--- config.mk ---
export PLATFORM = sky130hd
export DESIGN_NAME = ew_page_seq
export DESIGN_NICKNAME = d
export VERILOG_FILES = /design/src/rtl/ew_pkg.sv /design/src/rtl/ew_page_buf.sv /design/src/rtl/ew_timer.sv /design/src/rtl/ew_ctrl.sv /design/src/rtl/ew_page_seq.sv
export SDC_FILE = /design/constraint.sdc
export NUM_CORES = 1
export LEC_CHECK = 0
export ABC_AREA = 0
export BUFFER_PORTS_ARGS = -buffer_cell sky130_fd_sc_hd__buf_4
export CAP_MARGIN = 10
export CELL_PAD_IN_SITES_DETAIL_PLACEMENT = 1
export CELL_PAD_IN_SITES_GLOBAL_PLACEMENT = 2
export CORE_AREA = 3 3 277 143
export DETAILED_ROUTE_END_ITERATION = 7
export DIE_AREA = 0 0 280 146
export HOLD_SLACK_MARGIN = 0.03
export PLACE_DENSITY = 0.72
export SYNTH_ARGS = -nofsm -noshare
export SYNTH_HDL_FRONTEND = slang
export SYNTH_HIERARCHICAL = 1
export SYNTH_SLANG_ARGS = --single-unit
--- constraint.sdc ---
create_clock -name clk_i -period 3.21 [get_ports clk_i]
set_input_delay 0.321 -clock clk_i [delete_from_list [all_inputs] [get_ports clk_i]]
set_output_delay 0.321 -clock clk_i [all_outputs]
set_load 0.01 [all_outputs]
--- src/rtl/ew_pkg.sv ---
package ew_pkg;
  typedef enum logic [1:0] {
    EW_IDLE   = 2'd0,
    EW_COMMIT = 2'd1,
    EW_HOLD   = 2'd2
  } ew_state_e;
endpackage

--- src/rtl/ew_page_buf.sv ---
module ew_page_buf #(
  parameter int PAGE_BYTES = 32,
  parameter int DATA_W     = 8,
  parameter int PAGE_W     = 6,
  localparam int OFF_W     = $clog2(PAGE_BYTES)
) (
  input  logic                  clk_i,
  input  logic                  rst_ni,
  input  logic                  lock_i,
  input  logic                  clr_i,
  input  logic                  page_ld_i,
  input  logic [PAGE_W-1:0]     page_i,
  input  logic                  wr_i,
  input  logic [OFF_W-1:0]      off_i,
  input  logic [DATA_W-1:0]     data_i,
  input  logic                  wp_i,
  input  logic [OFF_W-1:0]      rd_off_i,
  output logic [DATA_W-1:0]     rd_data_o,
  output logic [PAGE_BYTES-1:0] valid_o,
  output logic [PAGE_W-1:0]     page_o
);
  logic [DATA_W-1:0]     data_q [PAGE_BYTES];
  logic [PAGE_BYTES-1:0] valid_q;
  logic [PAGE_W-1:0]     page_q;
  logic                  accept;

  assign accept = wr_i && !lock_i && !wp_i;

  for (genvar g = 0; g < PAGE_BYTES; g++) begin : g_byte
    logic hit;
    assign hit = accept && (off_i == OFF_W'(g));
    always_ff @(posedge clk_i or negedge rst_ni) begin
      if (!rst_ni) begin
        data_q[g]  <= '0;
        valid_q[g] <= 1'b0;
      end else if (clr_i) begin
        valid_q[g] <= 1'b0;
      end else if (hit) begin
        data_q[g]  <= data_i;
        valid_q[g] <= 1'b1;
      end
    end
  end

  always_ff @(posedge clk_i or negedge rst_ni) begin
    if (!rst_ni)                   page_q <= '0;
    else if (page_ld_i && !lock_i) page_q <= page_i;
  end

  assign rd_data_o = data_q[rd_off_i];
  assign valid_o   = valid_q;
  assign page_o    = page_q;

  AST_LOCK_HOLD: assert property (@(posedge clk_i) disable iff (!rst_ni)
    lock_i && !clr_i |=> $stable(valid_q) && $stable(page_q));
  AST_WP_DROP: assert property (@(posedge clk_i) disable iff (!rst_ni)
    wp_i && !clr_i |=> $countones(valid_q) <= $countones($past(valid_q)));
endmodule

--- src/rtl/ew_timer.sv ---
module ew_timer #(
  parameter int EW_TICKS = 2_500_000,
  localparam int CNT_W   = $clog2(EW_TICKS + 1)
) (
  input  logic clk_i,
  input  logic rst_ni,
  input  logic load_i,
  input  logic run_i,
  input  logic tick_i,
  output logic expired_o
);
  logic [CNT_W-1:0] cnt_q;

  always_ff @(posedge clk_i or negedge rst_ni) begin
    if (!rst_ni)                            cnt_q <= '0;
    else if (load_i)                        cnt_q <= CNT_W'(EW_TICKS);
    else if (run_i && tick_i && cnt_q != 0) cnt_q <= cnt_q - 1'b1;
  end

  assign expired_o = (cnt_q == '0);

  AST_TICK_GATE: assert property (@(posedge clk_i) disable iff (!rst_ni)
    !load_i && !tick_i |=> $stable(cnt_q));
  AST_CNT_DOWN: assert property (@(posedge clk_i) disable iff (!rst_ni)
    !load_i |=> cnt_q <= $past(cnt_q));
endmodule

--- src/rtl/ew_ctrl.sv ---
module ew_ctrl
  import ew_pkg::*;
#(
  parameter int PAGE_BYTES = 32,
  localparam int OFF_W     = $clog2(PAGE_BYTES)
) (
  input  logic             clk_i,
  input  logic             rst_ni,
  input  logic             stop_i,
  input  logic             wp_i,
  input  logic             any_valid_i,
  input  logic             cur_valid_i,
  input  logic             expired_i,
  output logic             busy_o,
  output logic             start_o,
  output logic             clr_o,
  output logic [OFF_W-1:0] idx_o,
  output logic             we_o
);
  ew_state_e        state_q, state_d;
  logic [OFF_W-1:0] idx_q;
  logic             idle, drop, finish;

  assign idle    = (state_q == EW_IDLE);
  assign start_o = idle && stop_i && !wp_i && any_valid_i;
  assign drop    = idle && stop_i && !start_o;
  assign finish  = (state_q == EW_HOLD) && expired_i;
  assign clr_o   = drop || finish;

  always_comb begin
    state_d = state_q;
    unique case (state_q)
      EW_IDLE:   if (start_o) state_d = EW_COMMIT;
      EW_COMMIT: if (idx_q == OFF_W'(PAGE_BYTES - 1)) state_d = EW_HOLD;
      EW_HOLD:   if (expired_i) state_d = EW_IDLE;
      default:   state_d = EW_IDLE;
    endcase
  end

  always_ff @(posedge clk_i or negedge rst_ni) begin
    if (!rst_ni) begin
      state_q <= EW_IDLE;
      idx_q   <= '0;
    end else begin
      state_q <= state_d;
      if (start_o)                     idx_q <= '0;
      else if (state_q == EW_COMMIT)   idx_q <= idx_q + 1'b1;
    end
  end

  assign busy_o = !idle;
  assign idx_o  = idx_q;
  assign we_o   = (state_q == EW_COMMIT) && cur_valid_i;

  AST_START: assert property (@(posedge clk_i) disable iff (!rst_ni)
    !busy_o && stop_i && !wp_i && any_valid_i |=> busy_o);
  AST_WP_BLOCK: assert property (@(posedge clk_i) disable iff (!rst_ni)
    !busy_o && stop_i && wp_i |=> !busy_o);
  AST_EMPTY_BLOCK: assert property (@(posedge clk_i) disable iff (!rst_ni)
    !busy_o && stop_i && !any_valid_i |=> !busy_o);
  AST_WE_IN_CYCLE: assert property (@(posedge clk_i) disable iff (!rst_ni)
    we_o |-> busy_o);
  AST_ASCEND: assert property (@(posedge clk_i) disable iff (!rst_ni)
    $past(we_o) && we_o && $past(busy_o) |-> idx_q > $past(idx_q));
  AST_END: assert property (@(posedge clk_i) disable iff (!rst_ni)
    busy_o && expired_i && !we_o && state_q == EW_HOLD |=> !busy_o && !any_valid_i);
endmodule

--- src/rtl/ew_page_seq.sv ---
module ew_page_seq #(
  parameter int ADDR_W     = 11,
  parameter int PAGE_BYTES = 32,
  parameter int DATA_W     = 8,
  parameter int EW_TICKS   = 2_500_000,
  localparam int OFF_W     = $clog2(PAGE_BYTES),
  localparam int PAGE_W    = ADDR_W - OFF_W
) (
  input  logic              clk_i,
  input  logic              rst_ni,
  input  logic              page_ld_i,
  input  logic [PAGE_W-1:0] page_i,
  input  logic              wr_stb_i,
  input  logic [OFF_W-1:0]  wr_off_i,
  input  logic [DATA_W-1:0] wr_data_i,
  input  logic              stop_i,
  input  logic              wp_i,
  input  logic              tick_i,
  output logic              busy_o,
  output logic              mem_we_o,
  output logic [ADDR_W-1:0] mem_addr_o,
  output logic [DATA_W-1:0] mem_data_o
);
  logic [PAGE_BYTES-1:0] valid;
  logic [PAGE_W-1:0]     page;
  logic [OFF_W-1:0]      idx;
  logic [DATA_W-1:0]     rd_data;
  logic                  busy, start, clr, expired;

  ew_page_buf #(.PAGE_BYTES(PAGE_BYTES), .DATA_W(DATA_W), .PAGE_W(PAGE_W)) u_buf (
    .clk_i, .rst_ni,
    .lock_i   (busy),
    .clr_i    (clr),
    .page_ld_i,
    .page_i,
    .wr_i     (wr_stb_i),
    .off_i    (wr_off_i),
    .data_i   (wr_data_i),
    .wp_i,
    .rd_off_i (idx),
    .rd_data_o(rd_data),
    .valid_o  (valid),
    .page_o   (page)
  );

  ew_timer #(.EW_TICKS(EW_TICKS)) u_tmr (
    .clk_i, .rst_ni,
    .load_i   (start),
    .run_i    (busy),
    .tick_i,
    .expired_o(expired)
  );

  ew_ctrl #(.PAGE_BYTES(PAGE_BYTES)) u_ctl (
    .clk_i, .rst_ni,
    .stop_i,
    .wp_i,
    .any_valid_i(|valid),
    .cur_valid_i(valid[idx]),
    .expired_i  (expired),
    .busy_o     (busy),
    .start_o    (start),
    .clr_o      (clr),
    .idx_o      (idx),
    .we_o       (mem_we_o)
  );

  assign busy_o     = busy;
  assign mem_addr_o = {page, idx};
  assign mem_data_o = rd_data;

  AST_PAGE_STEADY: assert property (@(posedge clk_i) disable iff (!rst_ni)
    busy_o && $past(busy_o) |-> $stable(mem_addr_o[ADDR_W-1:OFF_W]));
endmodule

Word-level counts from Yosys, hierarchy flattened:

Index checks and enable logic that the tools add are counted.

* flip-flop bits (word level): 323
* bits of input ports: 26
* output and inout port bits: 21
* word-level logic and storage cells: 307

* add/sub/neg operators: 2
* order comparisons: 2
* equal/unequal tests: 37
* muxes and demuxes: 77
* bitwise gates (word level): 2
* reduce and logical (&&, ||, !) cells: 119

Operator list (count)
* $eq A5 B5 Y1 const B: 17
* $reduce_bool A2 Y1: 34
* $mux W1: 65
* $reduce_and A2 Y1: 32
* $mux W22: 2
* $logic_and A1 B1 Y1: 43
* $bmux W8 S5: 1
* $eq A5 B4 Y1 const B: 8
* $reduce_or A32 Y1: 1
* $logic_not A22 Y1: 1
* $reduce_bool A22 Y1: 1
* $sub A22 B1 Y22 const B: 1
* $eq A5 B3 Y1 const B: 4
* $mux W8: 2
* $eq A5 B2 Y1 const B: 2
* $mux W5: 2
* $ge A6 B6 Y1 const B: 1
* $lt A5 B6 Y1 const B: 1
* $mux W2: 3
* $ne A2 B1 Y1 const B: 3
* $not A5 Y6: 1
* $pmux W2 S3: 1
* $add A5 B1 Y5 const B: 1
* $bmux W1 S5: 1
* 9 further kinds: 11

Logic depth before layout (Yosys ltp):

Gate-level depths: netlist of the first run.

* depth in word-level cells: 9
* gate-level depth with buffers: 13
* mapped depth without buffers: 10

By module:

The synthesis of the first run kept the hierarchy.

By module, submodules not included
* ew_page_buf: instances 1, cells each 807, area each 13000.0 sq um, seq. area each 7357.1 sq um
* ew_timer: instances 1, cells each 150, area each 1437.6 sq um, seq. area each 550.5 sq um
* ew_page_seq: instances 1, cells each 52, area each 394.1 sq um, seq. area each 0.0 sq um
* ew_ctrl: instances 1, cells each 40, area each 390.4 sq um, seq. area each 175.2 sq um

Least setup slack after synthesis of the first run:

Ideal clock, no wire load.

* path type: register to register
* start point: register u_tmr.cnt_q[17]
* end point: register u_buf/data_q[80] in the netlist's numbering
* library setup time: 0.125 ns
* arrival time: 3.016 ns
* required time: 3.085 ns
* slack: 0.069 ns
* cell stages (with the launch flop): 12
* buffers on the path: 3
* clock period less this slack: 3.141 ns
* cell sequence: dfrtp_1 -> or4_4 -> or4_4 -> nor2_1 -> nand2_1 -> a21oi_1 -> clkbuf_1 -> nor3b_1 -> clkbuf_1 -> and3_1 -> clkbuf_1 -> mux2_2

* word-level cells in the longest chain between the ends: 5

Ends and longest elaborated chain
* start, declared: RTL line ew_timer.sv:12 `logic [CNT_W-1:0] cnt_q;`
* start signal, assigned: RTL line ew_timer.sv:16 `else if (load_i) cnt_q <= CNT_W'(EW_TICKS);`
* start signal, assigned: RTL line ew_timer.sv:17 `else if (run_i && tick_i && cnt_q != 0) cnt_q <= cnt_q - 1'b1;`
* $logic_not A22 Y1: RTL line ew_timer.sv:20 `assign expired_o = (cnt_q == '0);`
* named net expired: RTL line ew_page_seq.sv:28 `logic busy, start, clr, expired;`
* $logic_and A1 B1 Y1: RTL line ew_ctrl.sv:27 `assign finish = (state_q == EW_HOLD) && expired_i;`
* $logic_or A1 B1 Y1: RTL line ew_ctrl.sv:28 `assign clr_o = drop || finish;`
* named net clr: RTL line ew_page_seq.sv:28
* $not A1 Y1 (no source line)
* $reduce_and A2 Y1 (no source line)
* end signal, assigned by index: RTL line ew_page_buf.sv:39 `data_q[g] <= data_i;`
* end, declared: RTL line ew_page_buf.sv:22 `logic [DATA_W-1:0] data_q [PAGE_BYTES];`

The timed path passes the listed nets, and every way through them passes these cells.
A chain may end at the register's enable or synchronous reset.

Final worst setup path of the first run:

* start point: register u_ctl.idx_q[1] (netlist: u_ctl/idx_o[1])
* end point: output port mem_data_o[1]

* word-level cells in the longest chain between the ends: 4

Ends and longest elaborated chain
* start, declared: RTL line ew_ctrl.sv:21 `logic [OFF_W-1:0] idx_q;`
* start signal, assigned: RTL line ew_ctrl.sv:47 `else if (state_q == EW_COMMIT) idx_q <= idx_q + 1'b1;`
* $not A5 Y6 (not written as such): RTL line ew_page_buf.sv:50 `assign rd_data_o = data_q[rd_off_i];`
* $bmux W8 S5: RTL line ew_page_buf.sv:50
* $mux W8 (not written as such) (2 in series): RTL line ew_page_buf.sv:50
* end, declared: RTL line ew_page_seq.sv:22 `output logic [DATA_W-1:0] mem_data_o`

Every way passes these cells. The select of a mux whose other input is x is not followed.

==> flow_summary.json, run 1 <==
{
  "run_status": "finished, violations left",
  "failed_checks": "setup timing",
  "synth_top_area_cell": "sky130_fd_sc_hd__dfrtp_1",
  "ir_drop_mv": 0.383,
  "grt_usage": 0.211,
  "post_syn_nets": 1078,
  "netlist_top_cells_area": "sky130_fd_sc_hd__dfrtp_1, sky130_fd_sc_hd__mux2_2, sky130_fd_sc_hd__mux4_2",
  "rsz_0062_raised_after_global_routing": "yes",
  "drtIter0Drc": 553,
  "routabilityCongestion": 0.800,
  "critPathLaunchType": "register",
  "cts.clk_slew.worst_paths_ns": 0.07,
  "ctsLongestPathBuffers": 3,
  "antennaDiodeCount": 0,
  "power_density_mw_per_mm2": 765,
  "report.final.slew_viol_count": 0,
  "syn_area_mm2": 0.0152,
  "worstPathArrival_ns": 2.94,
  "p_sw_w": 0.00430,
  "netSwitchingFraction": 0.301,
  "grt_pass1_vias": 10400,
  "synth_area_per_cell_um2": 14.5,
  "cts_inserted_buffers": 31,
  "max_slew_margin_vs_limit": 0.169,
  "hold_viol_final": 0,
  "pwr-share-seq": 0.368,
  "sequential_element_share_of_the_synthesized_area": 0.531,
  "grt_antenna_before_repair": 1,
  "die_w_um": 280,
  "detailedPlacementHpwl_mm": 28.0,
  "maxUsedRoutingLayer": "met4",
  "tightestPinTransition_ns": 1.24,
  "finish.net_count": 1199,
  "met1Wirelength_mm": 20.7,
  "die_y_um": 146,
  "clock_skew_ns": 0.0171,
  "firstDrtPassIters": 4,
  "grt_first_pass_wirelength_mm": 65.6,
  "synth_cells": 1049,
  "layout_min_cycle_time_ns": 3.26,
  "met2WireLength_mm": 19.5,
  "cp_max_fo": 8,
  "initial_core_utilization": 0.409,
  "critical_path_required_ns": 2.89,
  "cts.sink_count": 323,
  "clock_tree_from_tritoncts": "built",
  "num_vias": 9534,
  "placementRows": 50,
  "postSynth.asyncResetShare": 1.00,
  "core_mm2": 0.0372,
  "top_level_ports": 47,
  "power.share.clock": 0.305,
  "synth_edf_count": 0,
  "final_cell_mix": "sky130_fd_sc_hd__dfrtp_1, sky130_fd_sc_hd__mux2_2, sky130_fd_sc_hd__buf_4, sky130_fd_sc_hd__mux4_2, sky130_fd_sc_hd__buf_12",
  "numPortBuffers": 46,
  "worst_hold_slack_ns": 0.298,
  "worstSkewPairLatency_ns": 0.58,
  "critical_path_class": "reg2out",
  "yosysWarnings": 6,
  "timing.fmax_ghz": 0.306,
  "finish.utilization": 0.502,
  "final_layout_size_suffix_gt1_frac": 0.508,
  "power.combinational.fraction": 0.327,
  "layout_commonest_cell": "sky130_fd_sc_hd__dfrtp_1",
  "synth_ff_type": "sky130_fd_sc_hd__dfrtp_1",
  "cts.root.buffer_cell": "sky130_fd_sc_hd__clkbuf_16",
  "met3RoutedLength_mm": 1.93,
  "syn_to_layout_area_delta_pct": 22.9,
  "htreeDepth": 1,
  "design.die.area_mm2": 0.0409,
  "yosys_register_bits": 323,
  "p_int_w": 0.0100,
  "preCtsSetupSlack_ns": -0.0834,
  "cp-end-kind": "primary output",
  "p_leak_nw": 8.77,
  "final_min_period_over_clock_period": 1.02,
  "yosys.cell_types.count": 57,
  "avgRoutedWirePerCell_um": 25.4,
  "globalRouteOverflowTotal": 0,
  "via_per_inst": 5.64,
  "post-route-worst-setup-slack_ns": -0.0528,
  "postRouteWirelength_mm": 42.9,
  "finalSetupViolations": 5,
  "ant_nets": 0,
  "yosys.area.top_type_share": 0.531,
  "min_path_type": "in2reg",
  "max_cap_viol_count": 0,
  "pin_count_of_the_biggest_net_entering_global_routing": 116,
  "remaining_drc_errors": 0
}
## per-layer routing
metal	vias up	track usage
li1	4168	-
met1	5136	0.311
met2	178	0.330
met3	52	0.0366
met4	0	0.0386
met5	-	0
## worst max-delay path, stage by stage, from the launching register on
cell	delay, ns
sky130_fd_sc_hd__dfrtp_4	0.43
sky130_fd_sc_hd__buf_12	0.16
sky130_fd_sc_hd__buf_12	0.14
sky130_fd_sc_hd__buf_16	0.15
sky130_fd_sc_hd__mux4_2	0.50
sky130_fd_sc_hd__mux4_2	0.54
sky130_fd_sc_hd__mux2_4	0.30
sky130_fd_sc_hd__buf_6	0.12
## area by class of cell
type | count | area, um^2
Multi-Input combinational cell | 621 | 6810
Sequential cell | 323 | 8090
Clock inverter | 21 | 377
Inverter | 31 | 116
Fill cell | 3569 | 18500
Timing Repair Buffer | 162 | 1850
Clock buffer | 37 | 848
Tap cell | 494 | 618
## Yosys cell counts (all sizes together), types with 10 or more instances
library cell	number
a21o	10
a21oi	13
and3	11
buf	23
clkbuf	51
dfrtp	323
inv	31
mux2	280
mux2i	24
mux4	80
nand2	15
nand3	30
nor2	27
nor2b	20
nor4	14
o21ai	28
## repair_timing
item	CTS	global route
cloned	3	2
hold buffers	7	0
hold endpoints to repair	113	0
pin swaps	1	6
setup endpoints to repair	100	141
gates resized for setup	25	21
setup buffers	15	11
## power groups by stage
| stage | Sequential (W) | Clock, W | Combinational (W) |
|---|---|---|---|
| after global placement | 0.00534 | 0 | 0.00380 |
| after global routing | 0.00535 | 0.00466 | 0.00499 |
| after detailed placement | 0.00541 | 0 | 0.00389 |
| final | 0.00526 | 0.00437 | 0.00468 |
| after floorplan | 0.00518 | 0 | 0.00266 |
| after CTS | 0.00532 | 0.00447 | 0.00439 |
## state kept, by name, indices dropped and copies added, names as in the netlist
signal	count
u_buf/data_q	256
u_buf/valid_o	32
u_tmr/cnt_q	22
u_buf/page_o	6
u_ctl/idx_o	5
u_ctl/state_q	2
## cell families after synthesis
family                     Yosys count  share of synthesized area
adders and majority gates            3                    0.00247
DFF                                323                      0.531
muxes                              384                      0.342
buffers and inverters              105                     0.0311
AOI/OAI and AO/OA                   73                     0.0316
xor gates and xnor gates             2                    0.00115
and+or+nand+nor                    159                     0.0604
## worst paths after layout
| path | startpoint | slack [ns] | end | cells after the start |
|---|---|---|---|---|
| setup / recovery | u_ctl/idx_o[1] | -0.05 | mem_data_o[1] | 7 |
| hold / removal | wr_off_i[4] | 0.30 | u_buf/valid_o[7] | 5 |
| setup reg to reg | u_buf/valid_o[19] | 0.10 | u_buf/data_q[164] | 11 |
| hold reg to reg | u_buf/data_q[150] | 0.50 | u_buf/data_q[150] | 1 |
| max in group asynchronous | rst_ni | 1.76 | u_buf/data_q[215] | 3 |
| min in group asynchronous | rst_ni | 0.40 | u_buf/page_o[3] | 2 |
## metrics by stage
step	std cells	instance area, um^2	TNS [ns]	power (W)
3_5_place_dp	1593	16800	-2.60	0.00930
6_report	1689	18700	-0.209	0.0143
4_1_cts	1676	18500	-0.528	0.0142
5_1_grt	1689	18700	-0.811	0.0150
2_1_floorplan	1049	15200	0	0.00784
3_3_place_gp	1593	16800	-0.000521	0.00913
(Power assumes the default switching activity.)
==> run 2: changes to the inputs <==
Settings changed: CORE_AREA 3 3 277 143 to 3 3 162 242, DIE_AREA 0 0 280 146 to 0 0 165 245.
==> run 2 against run 1 <==
Net effect: the run now ends clean; combinational power decreased by 10%; critical path depth down 1; via count up 0.41%; clock power decreased by 2%; clock skew is essentially flat; setup slack improved by 0.091 ns; final cell count rose by 0.41%; first-iteration DRC count grew 0.36%; sequential power is 1% higher; count of clock-buffer cells in the layout increased by 15.
==> flow_summary.json, run 2 (synthesized netlist as in run 1, its figures left out) <==
{
  "final_layout_size_suffix_gt1_frac": 0.510,
  "p_sw_w": 0.00411,
  "remaining_drc_errors": 0,
  "design.die.area_mm2": 0.0404,
  "layout_min_cycle_time_ns": 3.17,
  "power.share.clock": 0.311,
  "initial_core_utilization": 0.410,
  "multiInputGateArea_mm2": 0.00679,
  "avgRoutedWirePerCell_um": 25.0,
  "worstHoldStart": "wr_data_i[5]",
  "core_mm2": 0.0371,
  "worstSkewPairLatency_ns": 0.53,
  "power_density_mw_per_mm2": 747,
  "worstPathArrival_ns": 2.85,
  "cp_max_fo": 12,
  "finish.net_count": 1216,
  "detailedPlacementHpwl_mm": 28.2,
  "report.final.slew_viol_count": 0,
  "grt_pass1_vias": 10700,
  "critical_path_required_ns": 2.89,
  "post-route-cell-area_mm2": 0.0185,
  "post-route-worst-setup-slack_ns": 0.0378,
  "routabilityCongestion": 0.824,
  "timing.critical_path.cells": "buf_12, bufbuf_16, mux4_2, mux4_2, mux2_2, buf_4",
  "crit_start": "u_ctl/idx_o[1]",
  "finish.utilization": 0.498,
  "max_cap_viol_count": 0,
  "numPortBuffers": 46,
  "die_w_um": 165,
  "grt_antenna_before_repair": 0,
  "worst_path_cell_with_the_longest_stage_delay": "sky130_fd_sc_hd__mux4_2",
  "detailed_place.area_mm2": 0.0168,
  "via_per_inst": 5.64,
  "slowest_delay_ns": 0.51,
  "tightestPinTransition_ns": 1.19,
  "num_vias": 9573,
  "p_int_w": 0.00968,
  "postRouteWirelength_mm": 42.5,
  "run_status": "completed",
  "clock_skew_ns": 0.0168,
  "p_leak_nw": 8.71,
  "ant_nets": 0,
  "firstDrtPassIters": 5,
  "critPathLaunchType": "register",
  "placementRows": 86,
  "htreeDepth": 2,
  "power.combinational.fraction": 0.304,
  "cts.clk_slew.worst_paths_ns": 0.06,
  "r2r_startpoint": "u_buf/valid_o[27]",
  "dp.cells": 1609,
  "antennaDiodeCount": 0,
  "ctsLongestPathBuffers": 3,
  "crit_top_cell": "sky130_fd_sc_hd__mux4_2",
  "final_min_period_over_clock_period": 0.988,
  "preCtsSetupSlack_ns": -0.149,
  "pin_count_of_the_biggest_net_entering_global_routing": 93,
  "drtIter0Drc": 555,
  "hold_viol_final": 0,
  "largest_reg_flops": 256,
  "final_cell_mix": "sky130_fd_sc_hd__dfrtp_1, sky130_fd_sc_hd__mux2_2, sky130_fd_sc_hd__buf_4, sky130_fd_sc_hd__mux4_2, sky130_fd_sc_hd__clkbuf_16",
  "cts_inserted_buffers": 34,
  "min_path_type": "in2reg",
  "registers.top_by_ff_count": "u_buf/data_q",
  "clock_tree_from_tritoncts": "built",
  "register_area_mm2": 0.00809,
  "cts.root.buffer_cell": "sky130_fd_sc_hd__clkbuf_16",
  "cts.sink_count": 323,
  "max_slew_margin_vs_limit": 0.199,
  "post_route_non_filler_standard_cell_count": 1696,
  "cp-end-kind": "primary output",
  "top_level_ports": 47,
  "netSwitchingFraction": 0.298,
  "pwr-share-seq": 0.385,
  "grt_first_pass_wirelength_mm": 65.3,
  "n_fill_cell": 3626,
  "timing.fmax_ghz": 0.315,
  "grt_usage": 0.214,
  "globalRouteOverflowTotal": 0,
  "ir_drop_mv": 0.410,
  "syn_to_layout_area_delta_pct": 21.3,
  "finalSetupViolations": 0,
  "die_y_um": 245,
  "rsz_0062_raised_after_global_routing": "yes",
  "critical_path_class": "reg2out",
  "layout_commonest_cell": "sky130_fd_sc_hd__dfrtp_1"
}
[run 2: cell types whose count changed in the layout (fill, tap and decap cells not counted), sizes merged]
cell / previous run / this run
bufinv: 10 / 4
buf: 152 / 168
inv: 33 / 31
clkbuf: 39 / 52
clkinv: 8 / 5
clkinvlp: 1 / 0
[run 2: path summary, 6_finish.rpt]
check | endpoint | slack [ns] | depth (start not counted)
setup reg to reg | u_buf/data_q[203] | 0.11 | 11
hold / removal | u_buf/data_q[237] | 0.33 | 2
setup / recovery | mem_data_o[1] | 0.04 | 6
max in group asynchronous | u_buf/data_q[147] | 1.85 | 3
min in group asynchronous | u_buf/page_o[5] | 0.39 | 2
hold reg to reg | u_buf/data_q[217] | 0.50 | 1
[run 2: per-stage QoR]
step / power [W] / TNS (ns) / hold WS [ns]
floorplan: 0.00784 / 0 / 0.0254
global placement: 0.00915 / -2.13 / 0.380
detailed placement: 0.00929 / -5.35 / 0.383
CTS: 0.0139 / -0.000125 / 0.307
global route: 0.0145 / -0.110 / 0.350
finish: 0.0138 / 0 / 0.327
[run 2: power groups by stage]
stage	Sequential [W]	Combinational [W]	Clock, W
after floorplan	0.00518	0.00266	0
after global placement	0.00548	0.00367	0
after detailed placement	0.00553	0.00376	0
after CTS	0.00531	0.00420	0.00441
after global routing	0.00541	0.00451	0.00457
final	0.00531	0.00419	0.00429
[run 2: area by class of cell]
| class | instances | share of cell area |
|---|---|---|
| Clock buffer | 52 | 0.0581 |
| Multi-Input combinational cell | 621 | 0.367 |
| Tap cell | 484 | 0.0328 |
| Sequential cell | 323 | 0.438 |
| Timing Repair Buffer | 176 | 0.0896 |
| Clock inverter | 9 | 0.00786 |
| Inverter | 31 | 0.00630 |
[run 2: what timing repair did]
action,in CTS,in global routing
endpoints found under the setup margin,107,128
endpoints found under the hold margin,85,0
pin swaps,2,4
setup buffers,12,6
gates cloned,1,0
resized for setup,11,21
hold buffers,7,0
[run 2: routing by layer]
metal | vias up | GRT usage | wire length (um)
li1 | 4200 | - | -
met1 | 5122 | 0.262 | 17000
met2 | 180 | 0.392 | 23000
met3 | 71 | 0.0250 | 1240
met4 | 0 | 0.0610 | 1240
met5 | - | 0 | 0
[run 2: worst max-delay path, delay by kind of cell, from the launching register on]
family | cells | cell delay (ns)
multiplexers | 3 | 1.26
buffers and inverters | 3 | 0.63
flip-flops | 1 | 0.41
==> run 3: changes to the inputs <==
Settings changed: CORE_AREA 3 3 162 242 to 3 3 164 245, DIE_AREA 0 0 165 245 to 0 0 167 248, PLACE_DENSITY 0.72 to 0.76.
Clock period 3.21 ns to 3.2 ns, I/O delays scaled along.
==> run 3 against run 2 <==
Net effect: sequential power rose by 2%; highest routed layer unchanged; hold slack got worse by 0.037 ns; final area down 0.93%; critical path type unchanged; setup slack got worse by 0.033 ns; largest power group unchanged; clock skew decreased by 0.0041 ns; first-iteration DRC count is 40% lower; count of clock-buffer cells in the layout down 4; sequential share of layout area grew 0.41 points.
==> flow_summary.json, run 3 (synthesized netlist as in run 1, its figures left out) <==
{
  "num_vias": 9485,
  "cts.sink_count": 323,
  "cts_inserted_buffers": 34,
  "worst_path_cell_with_the_longest_stage_delay": "sky130_fd_sc_hd__mux4_2",
  "grt_pass1_vias": 10600,
  "r2r_setup_slack_ns": 0.10,
  "p_int_w": 0.00913,
  "clock_skew_ns": 0.0127,
  "cp-end-kind": "primary output",
  "dp.cells": 1600,
  "critPathLaunchType": "register",
  "crit_top_cell": "sky130_fd_sc_hd__mux4_2",
  "final_layout_size_suffix_gt1_frac": 0.486,
  "crit_end": "mem_data_o[3]",
  "largest_reg_flops": 256,
  "remaining_drc_errors": 0,
  "crit_cells": 6,
  "power_density_mw_per_mm2": 724,
  "drtIter0Drc": 333,
  "ctsLongestPathBuffers": 3,
  "layout_min_cycle_time_ns": 3.19,
  "routabilityCongestion": 0.869,
  "p_leak_nw": 8.57,
  "crit_start": "u_ctl/idx_o[1]",
  "worstSkewPairLatency_ns": 0.52,
  "critical_path_required_ns": 2.88,
  "report.final.slew_viol_count": 0,
  "ant_nets": 0,
  "crit_family": "multiplexers",
  "max_cap_viol_count": 0,
  "critical_path_class": "reg2out",
  "layout_commonest_cell": "sky130_fd_sc_hd__dfrtp_1",
  "ir_drop_mv": 0.363,
  "die_w_um": 167,
  "worstPathArrival_ns": 2.87,
  "design.die.area_mm2": 0.0414,
  "final_min_period_over_clock_period": 0.998,
  "antennaDiodeCount": 0,
  "max_slew_margin_vs_limit": 0.388,
  "netSwitchingFraction": 0.311,
  "top_level_ports": 47,
  "r2r.worst_path.cells": 10,
  "slowest_delay_ns": 0.54,
  "post_route_non_filler_standard_cell_count": 1673,
  "grt_usage": 0.205,
  "cts.clk_slew.worst_paths_ns": 0.06,
  "die_y_um": 248,
  "timing.fmax_ghz": 0.313,
  "initial_core_utilization": 0.396,
  "globalRouteOverflowTotal": 0,
  "cp_max_fo": 8,
  "finish.utilization": 0.476,
  "firstDrtPassIters": 4,
  "finish.net_count": 1187,
  "syn_to_layout_area_delta_pct": 20.2,
  "clock_tree_from_tritoncts": "built",
  "worstPathBufferInverterCount": 3,
  "detailedPlacementHpwl_mm": 28.3,
  "pwr-share-seq": 0.410,
  "run_status": "completed",
  "grt_first_pass_wirelength_mm": 65.0,
  "power.combinational.fraction": 0.314,
  "r2r_startpoint": "u_buf/valid_o[5]",
  "p_sw_w": 0.00412,
  "cts.root.buffer_cell": "sky130_fd_sc_hd__clkbuf_16",
  "placementRows": 88,
  "via_per_inst": 5.67,
  "htreeDepth": 2,
  "setup-tns-final_ns": 0,
  "core_mm2": 0.0384,
  "finalSetupViolations": 0,
  "postRouteWirelength_mm": 42.0,
  "rsz_0062_raised_after_global_routing": "yes",
  "power.share.clock": 0.276,
  "timing.critical_path.cells": "buf_12, buf_16, mux4_2, mux4_2, mux2_4, buf_6",
  "p_total_w": 0.0133,
  "registers.top_by_ff_count": "u_buf/data_q",
  "critical_r2r_capture": "u_buf/data_q[80]",
  "avgRoutedWirePerCell_um": 25.1,
  "min_path_type": "in2reg",
  "grt_antenna_before_repair": 0,
  "final_cell_mix": "sky130_fd_sc_hd__dfrtp_1, sky130_fd_sc_hd__mux2_2, sky130_fd_sc_hd__buf_4, sky130_fd_sc_hd__mux4_2, sky130_fd_sc_hd__buf_12",
  "numPortBuffers": 46,
  "tightestPinTransition_ns": 0.895,
  "pin_count_of_the_biggest_net_entering_global_routing": 100,
  "hold_viol_final": 0
}
-- run 3: cell types whose count changed in the layout (fill, tap and decap cells not counted), sizes merged --
| cell | before | now |
|---|---|---|
| clkinvlp | 0 | 1 |
| buf | 168 | 140 |
| clkbuf | 52 | 48 |
| bufinv | 4 | 0 |
| inv | 31 | 33 |
| bufbuf | 1 | 0 |
-- run 3: worst min-delay path by stage --
stage,from,to,slack (ns),depth (start not counted)
final,wr_off_i[1],u_buf/valid_o[16],0.29,4
after global routing,wr_off_i[1],u_buf/valid_o[16],0.31,4
after global placement,rst_ni,u_ctl/idx_o[3],0.42,1
after CTS,wr_off_i[1],u_buf/valid_o[16],0.27,4
after floorplan,rst_ni,u_buf/data_q[0],0.02,0
after detailed placement,rst_ni,u_ctl/idx_o[3],0.42,1
-- run 3: worst reg2reg max path: stages, from the launching register on --
cell                      delay [ns]
sky130_fd_sc_hd__dfrtp_1        0.42
sky130_fd_sc_hd__nor4_1         0.28
sky130_fd_sc_hd__nand4_1        0.18
sky130_fd_sc_hd__or2_2          0.30
sky130_fd_sc_hd__nor2b_1        0.14
sky130_fd_sc_hd__or3b_1         0.41
sky130_fd_sc_hd__a21oi_4        0.25
sky130_fd_sc_hd__buf_4          0.17
sky130_fd_sc_hd__nor3b_2        0.07
sky130_fd_sc_hd__and3_1         0.39
sky130_fd_sc_hd__mux2_2         0.37
-- run 3: area by class of cell --
cell class | count | area, um^2
Fill cell | 3735 | 20100
Sequential cell | 323 | 8090
Inverter | 31 | 116
Timing Repair Buffer | 147 | 1720
Clock buffer | 48 | 933
Clock inverter | 8 | 61.3
Multi-Input combinational cell | 621 | 6760
Tap cell | 495 | 619
-- run 3: timing repair --
action / 4_1_cts / 5_1_grt
hold buffers: 7 / 0
setup endpoints to repair: 9 / 227
hold endpoints to repair: 99 / 0
setup buffers: 6 / 1
gates cloned: 4 / 0
gates resized for setup: 20 / 12
-- run 3: metal layers --
metal	wire length, um	share of wire	track usage
met1	16100	0.38	0.235
met2	23100	0.55	0.393
met3	1330	0.032	0.0276
met4	1450	0.035	0.0665
met5	0	0	0
-- run 3: power by group through the flow --
stage,registers (W),logic [W],clock network (W)
final,0.00543,0.00416,0.00366
after global routing,0.00552,0.00448,0.00393
after CTS,0.00543,0.00425,0.00376
after detailed placement,0.00552,0.00376,0
after global placement,0.00546,0.00368,0
after floorplan,0.00520,0.00267,0
-- run 3: stage by stage --
stage	hold slack (ns)	setup WS [ns]	cell area (um^2)
6_report	0.289	0.00503	18300
5_1_grt	0.308	-0.0532	18300
4_1_cts	0.274	-0.0301	18300
3_5_place_dp	0.425	0.0379	16900
3_3_place_gp	0.421	0.0830	16900
2_1_floorplan	0.0244	0.0592	15200
